File: src/rtl/cie_pkg.sv
package cie_pkg;
  localparam int unsigned DW = 32;
  localparam int unsigned IDX_W = 2;
  localparam int unsigned MASK_BIT = 31;
  localparam int unsigned PEND_BIT = 30;

  typedef enum logic [IDX_W-1:0] {
    IDX_STAT = 2'd0,
    IDX_CTRL = 2'd1,
    IDX_DATA = 2'd2,
    IDX_ADDR = 2'd3
  } reg_idx_e;

  // Control word image: only the mask and pending bits are ever non-zero.
  function automatic logic [DW-1:0] ctrl_word(input logic mask, input logic pend);
    logic [DW-1:0] w;
    w = '0;
    w[MASK_BIT] = mask;
    w[PEND_BIT] = pend;
    return w;
  endfunction

  // Message address is word aligned.
  function automatic logic [DW-1:0] word_align(input logic [DW-1:0] a);
    return {a[DW-1:2], 2'b00};
  endfunction
endpackage

File: src/rtl/cie_flag.sv
module cie_flag (
  input  logic clk,
  input  logic rst_n,
  input  logic wait_done,
  input  logic wait_irq,
  input  logic sw_clr,
  output logic flag,
  output logic evt
);
  logic qual;
  logic flag_eff;

  assign qual     = wait_done & wait_irq;
  // A software clear is applied before a completion in the same cycle.
  assign flag_eff = flag & ~sw_clr;
  assign evt      = qual & ~flag_eff;

  always_ff @(posedge clk or negedge rst_n) begin
    if (!rst_n)    flag <= 1'b0;
    else if (qual) flag <= 1'b1;
    else if (sw_clr) flag <= 1'b0;
  end


  flag_set_chk: assert property (@(posedge clk) disable iff (!rst_n)
    qual |=> flag);

  flag_clr_chk: assert property (@(posedge clk) disable iff (!rst_n)
    (sw_clr && !qual) |=> !flag);
endmodule

File: src/rtl/cie_pend.sv
module cie_pend (
  input  logic clk,
  input  logic rst_n,
  input  logic evt,
  input  logic sw_clr,
  input  logic mask,
  input  logic busy,
  input  logic ready,
  output logic pend,
  output logic valid,
  output logic sent
);
  assign valid = pend & ~mask & ~busy;
  assign sent  = valid & ready;

  always_ff @(posedge clk or negedge rst_n) begin
    if (!rst_n)               pend <= 1'b0;
    else if (evt)             pend <= 1'b1;
    else if (sent || sw_clr)  pend <= 1'b0;
  end


  mask_hold_chk: assert property (@(posedge clk) disable iff (!rst_n)
    mask |-> !valid);

  send_clr_chk: assert property (@(posedge clk) disable iff (!rst_n)
    (sent && !evt) |=> !pend);

  evt_set_chk: assert property (@(posedge clk) disable iff (!rst_n)
    evt |=> pend);

  busy_hold_chk: assert property (@(posedge clk) disable iff (!rst_n)
    (pend && busy && !sw_clr) |=> pend);

  sw_clr_chk: assert property (@(posedge clk) disable iff (!rst_n)
    (sw_clr && !evt) |=> !pend);
endmodule

File: src/rtl/cie_ctrl.sv
module cie_ctrl
  import cie_pkg::*;
(
  input  logic            clk,
  input  logic            rst_n,
  input  logic            reg_wr,
  input  logic [IDX_W-1:0] reg_idx,
  input  logic [DW-1:0]   reg_wdata,
  output logic [DW-1:0]   reg_rdata,
  input  logic            wait_done,
  input  logic            wait_irq,
  input  logic            msg_busy,
  output logic            msg_valid,
  input  logic            msg_ready,
  output logic [DW-1:0]   msg_data,
  output logic [DW-1:0]   msg_addr
);
  logic          mask_q;
  logic [DW-1:0] data_q;
  logic [DW-1:0] addr_q;
  logic          flag;
  logic          evt;
  logic          pend;
  logic          sent;
  logic          sw_clr;

  assign sw_clr = reg_wr && (reg_idx == IDX_STAT) && reg_wdata[0];

  always_ff @(posedge clk or negedge rst_n) begin
    if (!rst_n) begin
      mask_q <= 1'b1;
      data_q <= '0;
      addr_q <= '0;
    end else if (reg_wr) begin
      case (reg_idx)
        IDX_CTRL: mask_q <= reg_wdata[MASK_BIT];
        IDX_DATA: data_q <= reg_wdata;
        IDX_ADDR: addr_q <= word_align(reg_wdata);
        default:  ;
      endcase
    end
  end

  cie_flag u_flag (
    .clk(clk), .rst_n(rst_n), .wait_done(wait_done), .wait_irq(wait_irq),
    .sw_clr(sw_clr), .flag(flag), .evt(evt)
  );

  cie_pend u_pend (
    .clk(clk), .rst_n(rst_n), .evt(evt), .sw_clr(sw_clr), .mask(mask_q),
    .busy(msg_busy), .ready(msg_ready), .pend(pend), .valid(msg_valid),
    .sent(sent)
  );

  always_comb begin
    case (reg_idx)
      IDX_STAT: reg_rdata = {{(DW-1){1'b0}}, flag};
      IDX_CTRL: reg_rdata = ctrl_word(mask_q, pend);
      IDX_DATA: reg_rdata = data_q;
      default:  reg_rdata = addr_q;
    endcase
  end

  assign msg_data = data_q;
  assign msg_addr = addr_q;


  no_retrigger_chk: assert property (@(posedge clk) disable iff (!rst_n)
    (wait_done && wait_irq && flag && !sw_clr && !sent) |=> pend == $past(pend));

  valid_needs_pend_chk: assert property (@(posedge clk) disable iff (!rst_n)
    msg_valid |-> (pend && flag));

  addr_align_chk: assert property (@(posedge clk) disable iff (!rst_n)
    msg_addr[1:0] == 2'b00);
endmodule

File: config.mk
export PLATFORM = sky130hd
export DESIGN_NAME = cie_ctrl
export DESIGN_NICKNAME = d
export VERILOG_FILES = /design/src/rtl/cie_pkg.sv /design/src/rtl/cie_flag.sv /design/src/rtl/cie_pend.sv /design/src/rtl/cie_ctrl.sv
export SDC_FILE = /design/constraint.sdc
export NUM_CORES = 1
export LEC_CHECK = 0
export BUFFER_PORTS_ARGS = -buffer_cell sky130_fd_sc_hd__clkbuf_2
export CORE_ASPECT_RATIO = 1.25
export CORE_MARGIN = 5
export CORE_UTILIZATION = 25
export DETAILED_ROUTE_END_ITERATION = 8
export SLEW_MARGIN = 20
export SYNTH_ARGS = -nofsm -noshare
export SYNTH_HDL_FRONTEND = slang
export SYNTH_HIERARCHICAL = 1
export SYNTH_SLANG_ARGS = --single-unit
File: constraint.sdc
create_clock -name clk -period 1.2 [get_ports clk]
set_input_delay 0.24 -clock clk [delete_from_list [all_inputs] [get_ports clk]]
set_output_delay 0.24 -clock clk [all_outputs]
set_load 0.01 [all_outputs]
# After elaboration in Yosys (flattened, before gate mapping)
# Cells that the tools add are included.
# totals
elab_cells	32
input_bits	41
regBits	65
out_inout_bits	97
latchBits	0
n_memories	0
mem_bits_rw	0
mem_bits_ro	0
# classes
n_div	0
n_addsub	0
multipliers	0
n_eq_ne	3
magnitude_cmp	0
n_shift	0
reduce_logical	9
n_mux	5
n_bitwise	10
# op_table
operator	count
case mux 32 bit (3 select lines)	1
AND 1 bit	6
AND reduction 2 bit	3
== test 2 bit (second input constant)	2
2-to-1 mux 1 bit	4
inverter 1 bit	4
nonzero test 2 bit	2
== test 2 x 1 -> 1 bit (second input constant)	1
logical AND 1 bit	2
zero test 2 bit	1
logical OR 1 bit	1

# Longest topological paths before layout
# Gate-level depths: netlist of run 1.
# depth
depth_word	8
ltp_mapped	6
depth_no_buf	5

# Hierarchy
# Netlist of run 1, hierarchy kept.
# by_module_without_submodules
mod	n_inst	area_each_um2	seq_area_each_um2	cells_per_inst
cie_ctrl	1	3069.2	1577.8	212
cie_pend	1	60.1	25.0	6
cie_flag	1	53.8	25.0	6

# Worst setup path after synthesis of run 1
# No wires, ideal clock.
# synth_timing
kind	input port to flip-flop
from	input port reg_idx[0]
to	register u_pend.pend
slack_ns	-0.094
t_arrival_ns	1.174
n_path_buf	2
required_time_ns	1.080
path_stages	5
setup_ns	0.120
cell_sequence	buf_2 > buf_2 > nor3_1 > inv_1 > a31o_1
# synth_via
elab_chain_cells	8
word_cells_on_any_way	10
classes_between	mux: 1; bitwise: 4; reduce/logical: 5
# synth_rtl
item	line_no	rtl
start, declared	cie_ctrl.sv:7	input logic [IDX_W-1:0] reg_idx,
zero test 2 bit *	cie_ctrl.sv:27	assign sw_clr = reg_wr && (reg_idx == IDX_STAT) && reg_wdata[0];
logical AND 1 bit * (2 in series)	cie_ctrl.sv:27	
via sw_clr	cie_ctrl.sv:25	logic sw_clr;
inverter 1 bit	cie_flag.sv:15	assign flag_eff = flag & ~sw_clr;
AND 1 bit	cie_flag.sv:15	
inverter 1 bit	cie_flag.sv:16	assign evt = qual & ~flag_eff;
AND 1 bit	cie_flag.sv:16	
2-to-1 mux 1 bit / nonzero test 2 bit (equally long branches)	-	
end signal, assigned	cie_pend.sv:17	if (!rst_n) pend <= 1'b0;
end signal, assigned	cie_pend.sv:18	else if (evt) pend <= 1'b1;
end signal, assigned	cie_pend.sv:19	else if (sent || sw_clr) pend <= 1'b0;
end, declared	cie_pend.sv:9	output logic pend,
# The timed path passes the listed nets; every way through them passes the cells marked *.
# A chain may end at the register's enable or synchronous reset.

# Final worst setup path of run 1
# layout_timing
from	register addr_q[30] (netlist: msg_addr[30])
to	output port reg_rdata[30]
# layout_via
elab_chain_cells	1
# layout_rtl
item	line_no	rtl
start, declared	cie_ctrl.sv:20	logic [DW-1:0] addr_q;
start signal, assigned	cie_ctrl.sv:38	IDX_ADDR: addr_q <= word_align(reg_wdata);
case mux 32 bit (3 select lines)	cie_ctrl.sv:56	case (reg_idx)
end, declared	cie_ctrl.sv:9	output logic [DW-1:0] reg_rdata,
# Every way passes these cells.

==> results of run 1 <==
## layout make-up
cell class / count / share of cell area
Sequential cell: 65 / 0.355
Multi-Input combinational cell: 140 / 0.320
Timing Repair Buffer: 157 / 0.212
Clock buffer: 12 / 0.0559
Tap cell: 168 / 0.0458
Clock inverter: 3 / 0.00872
Inverter: 3 / 0.00245
## flip-flops by register name, indices dropped and copies added, names as in the netlist
name / cells
msg_data: 32
msg_addr: 30
mask_q: 1
u_flag/flag: 1
u_pend/pend: 1
## worst max-delay path by stage
stage                          to         start  cells after the start  slack, ns
finish              reg_rdata[30]  msg_addr[30]                      3      -0.34
global route        reg_rdata[30]   u_pend/pend                      3      -0.38
global placement     reg_rdata[7]    reg_idx[0]                      5      -0.13
detailed placement  reg_rdata[30]    reg_idx[1]                      4      -0.14
CTS                 reg_rdata[30]   u_pend/pend                      3      -0.36
floorplan           reg_rdata[10]    reg_idx[0]                      4      -0.01
## critical path, cell delays in order (launching register included)
cell and delay, ns:
dfrtp_1 0.39, mux2_4 0.26, a22o_1 0.20, clkbuf_2 0.12
## power breakdown
| part | switching, mW | internal, mW |
|---|---|---|
| logic | 0.911 | 1.14 |
| clock network | 0.903 | 1.70 |
| registers | 0.329 | 2.62 |
| total | 2.14 | 5.46 |
## timing repair
| item | 4_1_cts | 5_1_grt |
|---|---|---|
| hold endpoints to repair | 64 | 0 |
| cloned | 1 | 0 |
| pin swaps | 5 | 2 |
| gates resized for setup | 8 | 8 |
| hold buffers | 1 | 0 |
| buffers inserted | 4 | 2 |
| setup endpoints to repair | 35 | 36 |
## layer usage
layer,GRT usage,part of all wire,up-vias
li1,-,-,1076
met1,0.134,0.42,1160
met2,0.190,0.50,83
met3,0.0392,0.067,10
met4,0.0445,0.015,0
met5,0,0,-
==> impl_metrics.yaml, run 1 <==
outcome:
  status: "finished with violations"
  violations: "setup timing"
synth:
  ys_warn_count: 6
  postSynthAreaPerCell_um2: 14.2
  syn_area_um2: 3180
  synth_cells: 223
grt:
  antenna_found_initial: 0
  grt_usage: 0.113
  grt_overflow: 0
  grt_pass1_vias: 2517
  grt_max_degree: 66
  grt_pass1_wl_um: 13400
floorplan:
  floorplan.initialDensity: 0.252
  coreArea_um2: 12600
  die_x_um: 111
  boundaryPins: 138
  die_h_um: 136
  num_rows: 46
  die_area_um2: 15100
worst_setup_path:
  arrival_ns: 1.30
  crit_fanout: 2
  r2r_start: "mask_q"
  start_kind: "register"
  ff2ff_path_depth: 4
  cp.required_ns: 0.96
  criticalPathCategory: "register to output port"
  worstReg2RegEnd: "u_pend/pend"
  worst_setup_path_end_kind: "output port"
  r2r_setup_slack_ns: -0.05
cells_and_area:
  stdcell_area_um2: 4590
  fin_cells: 548
  final_nets: 417
  fillCellCount: 1249
  regArea_um2: 1630
  insertedDiodeCount: 0
  mostFrequentLayoutCell: "clkbuf_2"
  final_util: 0.364
  synthToLayoutAreaGrowth_pct: 44.5
  multi_input_area_um2: 1470
  layout-drive-gt1-share: 0.634
  final_cell_mix: "clkbuf_2 (130), dfrtp_1 (64), mux2_4 (32), mux2_2 (31), mux2i_1 (29)"
power:
  p_per_area_nw_per_um2: 1660
  p_leak_nw: 2.39
  vdd_ir_drop_max_v: 0.000555
  report.power.total_mw: 7.60
cts:
  clock_sinks: 65
  clockBufferDepth: 2
  clk_pin_slew_worst_paths_ns: 0.06
  cts_buffers: 9
  clockRootBuffer: "clkbuf_16"
  insertion_delay_ns: 0.32
  cts_htree_levels: 3
  cts_tree: "yes"
place:
  place_ws_ns: -0.143
  io_buffers: 135
  gp_congestion: 0.739
  dp_hpwl_um: 5970
  place_inst: 527
  place_area_um2: 4170
hold_path:
  worstHoldPathType: "primary input to register"
  hold_path.startpoint: "reg_wdata[1]"
  holdPathStages: 2
  holdPathEnd: "msg_data[1]"
timing:
  finalSetupTns_ns: -6.34
  slew_violations: 0
  hold_violations: 0
  timing.final.ws_setup_ns: -0.342
  min_period_over_period: 1.28
  setup_viol: 34
  hold_ws_ns: 0.150
  rsz0062_at_grt: "true"
  fin_crit_ns: 1.54
  clock_skew_ns: 0.00296
  max_freq_mhz: 649
detailed_routing:
  routed-via-count: 2329
  drcViolationCount: 0
  wire_per_inst_um: 15.3
  routed_via_density: 4.25
  first_iter_violations: 37
  first_pass_iters: 3
  postRouteAntennaNets: 0
  wl_um: 8410
run:
  cap_viol_max_count: 0
Note: power is estimated with default switching activity, not from simulation.
==> inputs of run 2 (changes only) <==
--- a/config.mk
+++ b/config.mk
@@ -9,6 +9,7 @@
 export CORE_ASPECT_RATIO = 1.25
 export CORE_MARGIN = 5
 export CORE_UTILIZATION = 25
+export CTS_BUF_LIST = sky130_fd_sc_hd__clkbuf_8
 export DETAILED_ROUTE_END_ITERATION = 8
 export SLEW_MARGIN = 20
 export SYNTH_ARGS = -nofsm -noshare
==> run 2 against run 1 <==
Net effect:
- the run still ends with setup timing left
- final cell count is 3.5% higher
- die area stayed put
- sequential power hardly changed
- utilization is 1.6 points higher
- maximum frequency is 1.3% lower
- via count is 2.9% higher
- clock skew is 0.0012 ns lower
- routed wire length is 3.7% higher
- critical path type unchanged
- critical endpoint unchanged
- highest routed layer unchanged
==> impl_metrics.yaml, run 2 (synthesized netlist as in run 1, its figures left out) <==
outcome:
  status: "finished with violations"
  violations: "setup timing"
cells_and_area:
  stdcell_area_um2: 4790
  fin_cells: 567
  final_nets: 436
  insertedDiodeCount: 0
  mostFrequentLayoutCell: "clkbuf_2"
  synthToLayoutAreaGrowth_pct: 50.9
  final_cell_mix: "clkbuf_2 (113), dfrtp_1 (64), buf_6 (37), mux2_4 (32), mux2_2 (31)"
  fillCellCount: 1243
  largest_reg_flops: 32
  layout-drive-gt1-share: 0.654
place:
  io_buffers: 135
  dp_hpwl_um: 5970
  place_area_um2: 4170
  gp_congestion: 0.739
  place_ws_ns: -0.143
  place_inst: 527
detailed_routing:
  first_iter_violations: 63
  wire_per_inst_um: 15.4
  routed-via-count: 2397
  first_pass_iters: 2
  postRouteAntennaNets: 0
  routed_via_density: 4.23
  wl_um: 8720
  drcViolationCount: 0
timing:
  hold_violations: 0
  rsz0062_at_grt: "true"
  finalSetupTns_ns: -6.57
  timing.final.ws_setup_ns: -0.362
  max_freq_mhz: 640
  slew_violations: 0
  min_period_over_period: 1.30
  setup_viol: 43
  fin_crit_ns: 1.56
  clock_skew_ns: 0.00175
grt:
  grt_overflow: 0
  grt_max_degree: 66
  grt_pass1_wl_um: 13800
  grt_pass1_vias: 2609
  grt_usage: 0.116
  antenna_found_initial: 0
hold_path:
  hold_path.startpoint: "reg_wdata[1]"
  holdPathStages: 2
  worstHoldPathType: "primary input to register"
  holdPathEnd: "msg_data[1]"
cts:
  insertion_delay_ns: 0.34
  cts_buffers: 9
  clockBufferDepth: 2
  cts_htree_levels: 3
  clk_pin_slew_worst_paths_ns: 0.07
  cts_tree: "yes"
  clockRootBuffer: "clkbuf_8"
  clock_sinks: 65
power:
  swShare: 0.295
  power.net_switching_mw: 2.14
  p_comb_frac: 0.340
  p_per_area_nw_per_um2: 1510
  vdd_ir_drop_max_v: 0.000572
  p_leak_nw: 2.49
  clkPwrFrac: 0.257
  p_seq_frac: 0.403
  internal_power_mw: 5.12
floorplan:
  floorplan.initialDensity: 0.252
  boundaryPins: 138
  coreArea_um2: 12600
  die_h_um: 136
  die_x_um: 111
  die_area_um2: 15100
  num_rows: 46
worst_setup_path:
  r2r_start: "mask_q"
  arrival_ns: 1.32
  crit_fanout: 2
  ff2ff_path_depth: 4
  worstReg2RegEnd: "u_pend/pend"
  start_kind: "register"
  r2r_setup_slack_ns: -0.05
  worst_setup_path_end_kind: "output port"
  criticalPathCategory: "register to output port"
  cp.required_ns: 0.96
run:
  cap_viol_max_count: 0
## run 2: metrics by stage
step	total power [mW]	hold slack (ns)	utilization
CTS	7.18	0.106	0.367
global route	7.73	0.111	0.380
detailed placement	4.95	0.292	0.331
finish	7.26	0.134	0.380
global placement	4.91	0.285	0.331
floorplan	4.02	-0.0556	-
## run 2: power groups by stage
stage | clock [mW] | sequential (mW) | combinational [mW]
finish | 1.87 | 2.93 | 2.47
global route | 2.08 | 2.98 | 2.66
CTS | 1.98 | 2.92 | 2.28
detailed placement | 0 | 2.98 | 1.96
global placement | 0 | 2.97 | 1.94
floorplan | 0 | 3.11 | 0.903
## run 2: worst max path at each step
| stage | startpoint | to | slack, ns | depth (start not counted) |
|---|---|---|---|---|
| final | u_pend/pend | reg_rdata[30] | -0.36 | 3 |
| after global routing | msg_addr[30] | reg_rdata[30] | -0.42 | 3 |
| after CTS | u_pend/pend | reg_rdata[30] | -0.39 | 3 |
| after detailed placement | reg_idx[1] | reg_rdata[30] | -0.14 | 4 |
| after global placement | reg_idx[0] | reg_rdata[7] | -0.13 | 5 |
| after floorplan | reg_idx[0] | reg_rdata[10] | -0.01 | 4 |
## run 2: layer usage
layer,vias up,track usage,part of all wire
li1,1111,-,-
met1,1195,0.135,0.41
met2,83,0.197,0.51
met3,8,0.0414,0.065
met4,0,0.0383,0.012
met5,-,0,0
## run 2: cell type report
cell class / count / area [um2] / share of cell area
clock buffers: 11 / 151 / 0.0316
clock inverters: 4 / 43.8 / 0.00914
inverters: 3 / 11.3 / 0.00235
multi-input cells: 140 / 1470 / 0.307
flip-flops and latches: 65 / 1630 / 0.340
well taps: 168 / 210 / 0.0439
repair buffers: 176 / 1280 / 0.267
## run 2: repair_timing
action,in CTS,in global routing
hold buffers,1,0
buffers inserted,19,6
pin swaps,5,1
gates resized for setup,20,46
endpoints found under the hold margin,64,0
setup endpoints to repair,35,51
gates cloned,1,0
## run 2: worst max-delay path: stages (launching register included)
cell and delay, ns:
dfrtp_1 0.39, mux2_4 0.27, a22o_1 0.20, clkbuf_2 0.12
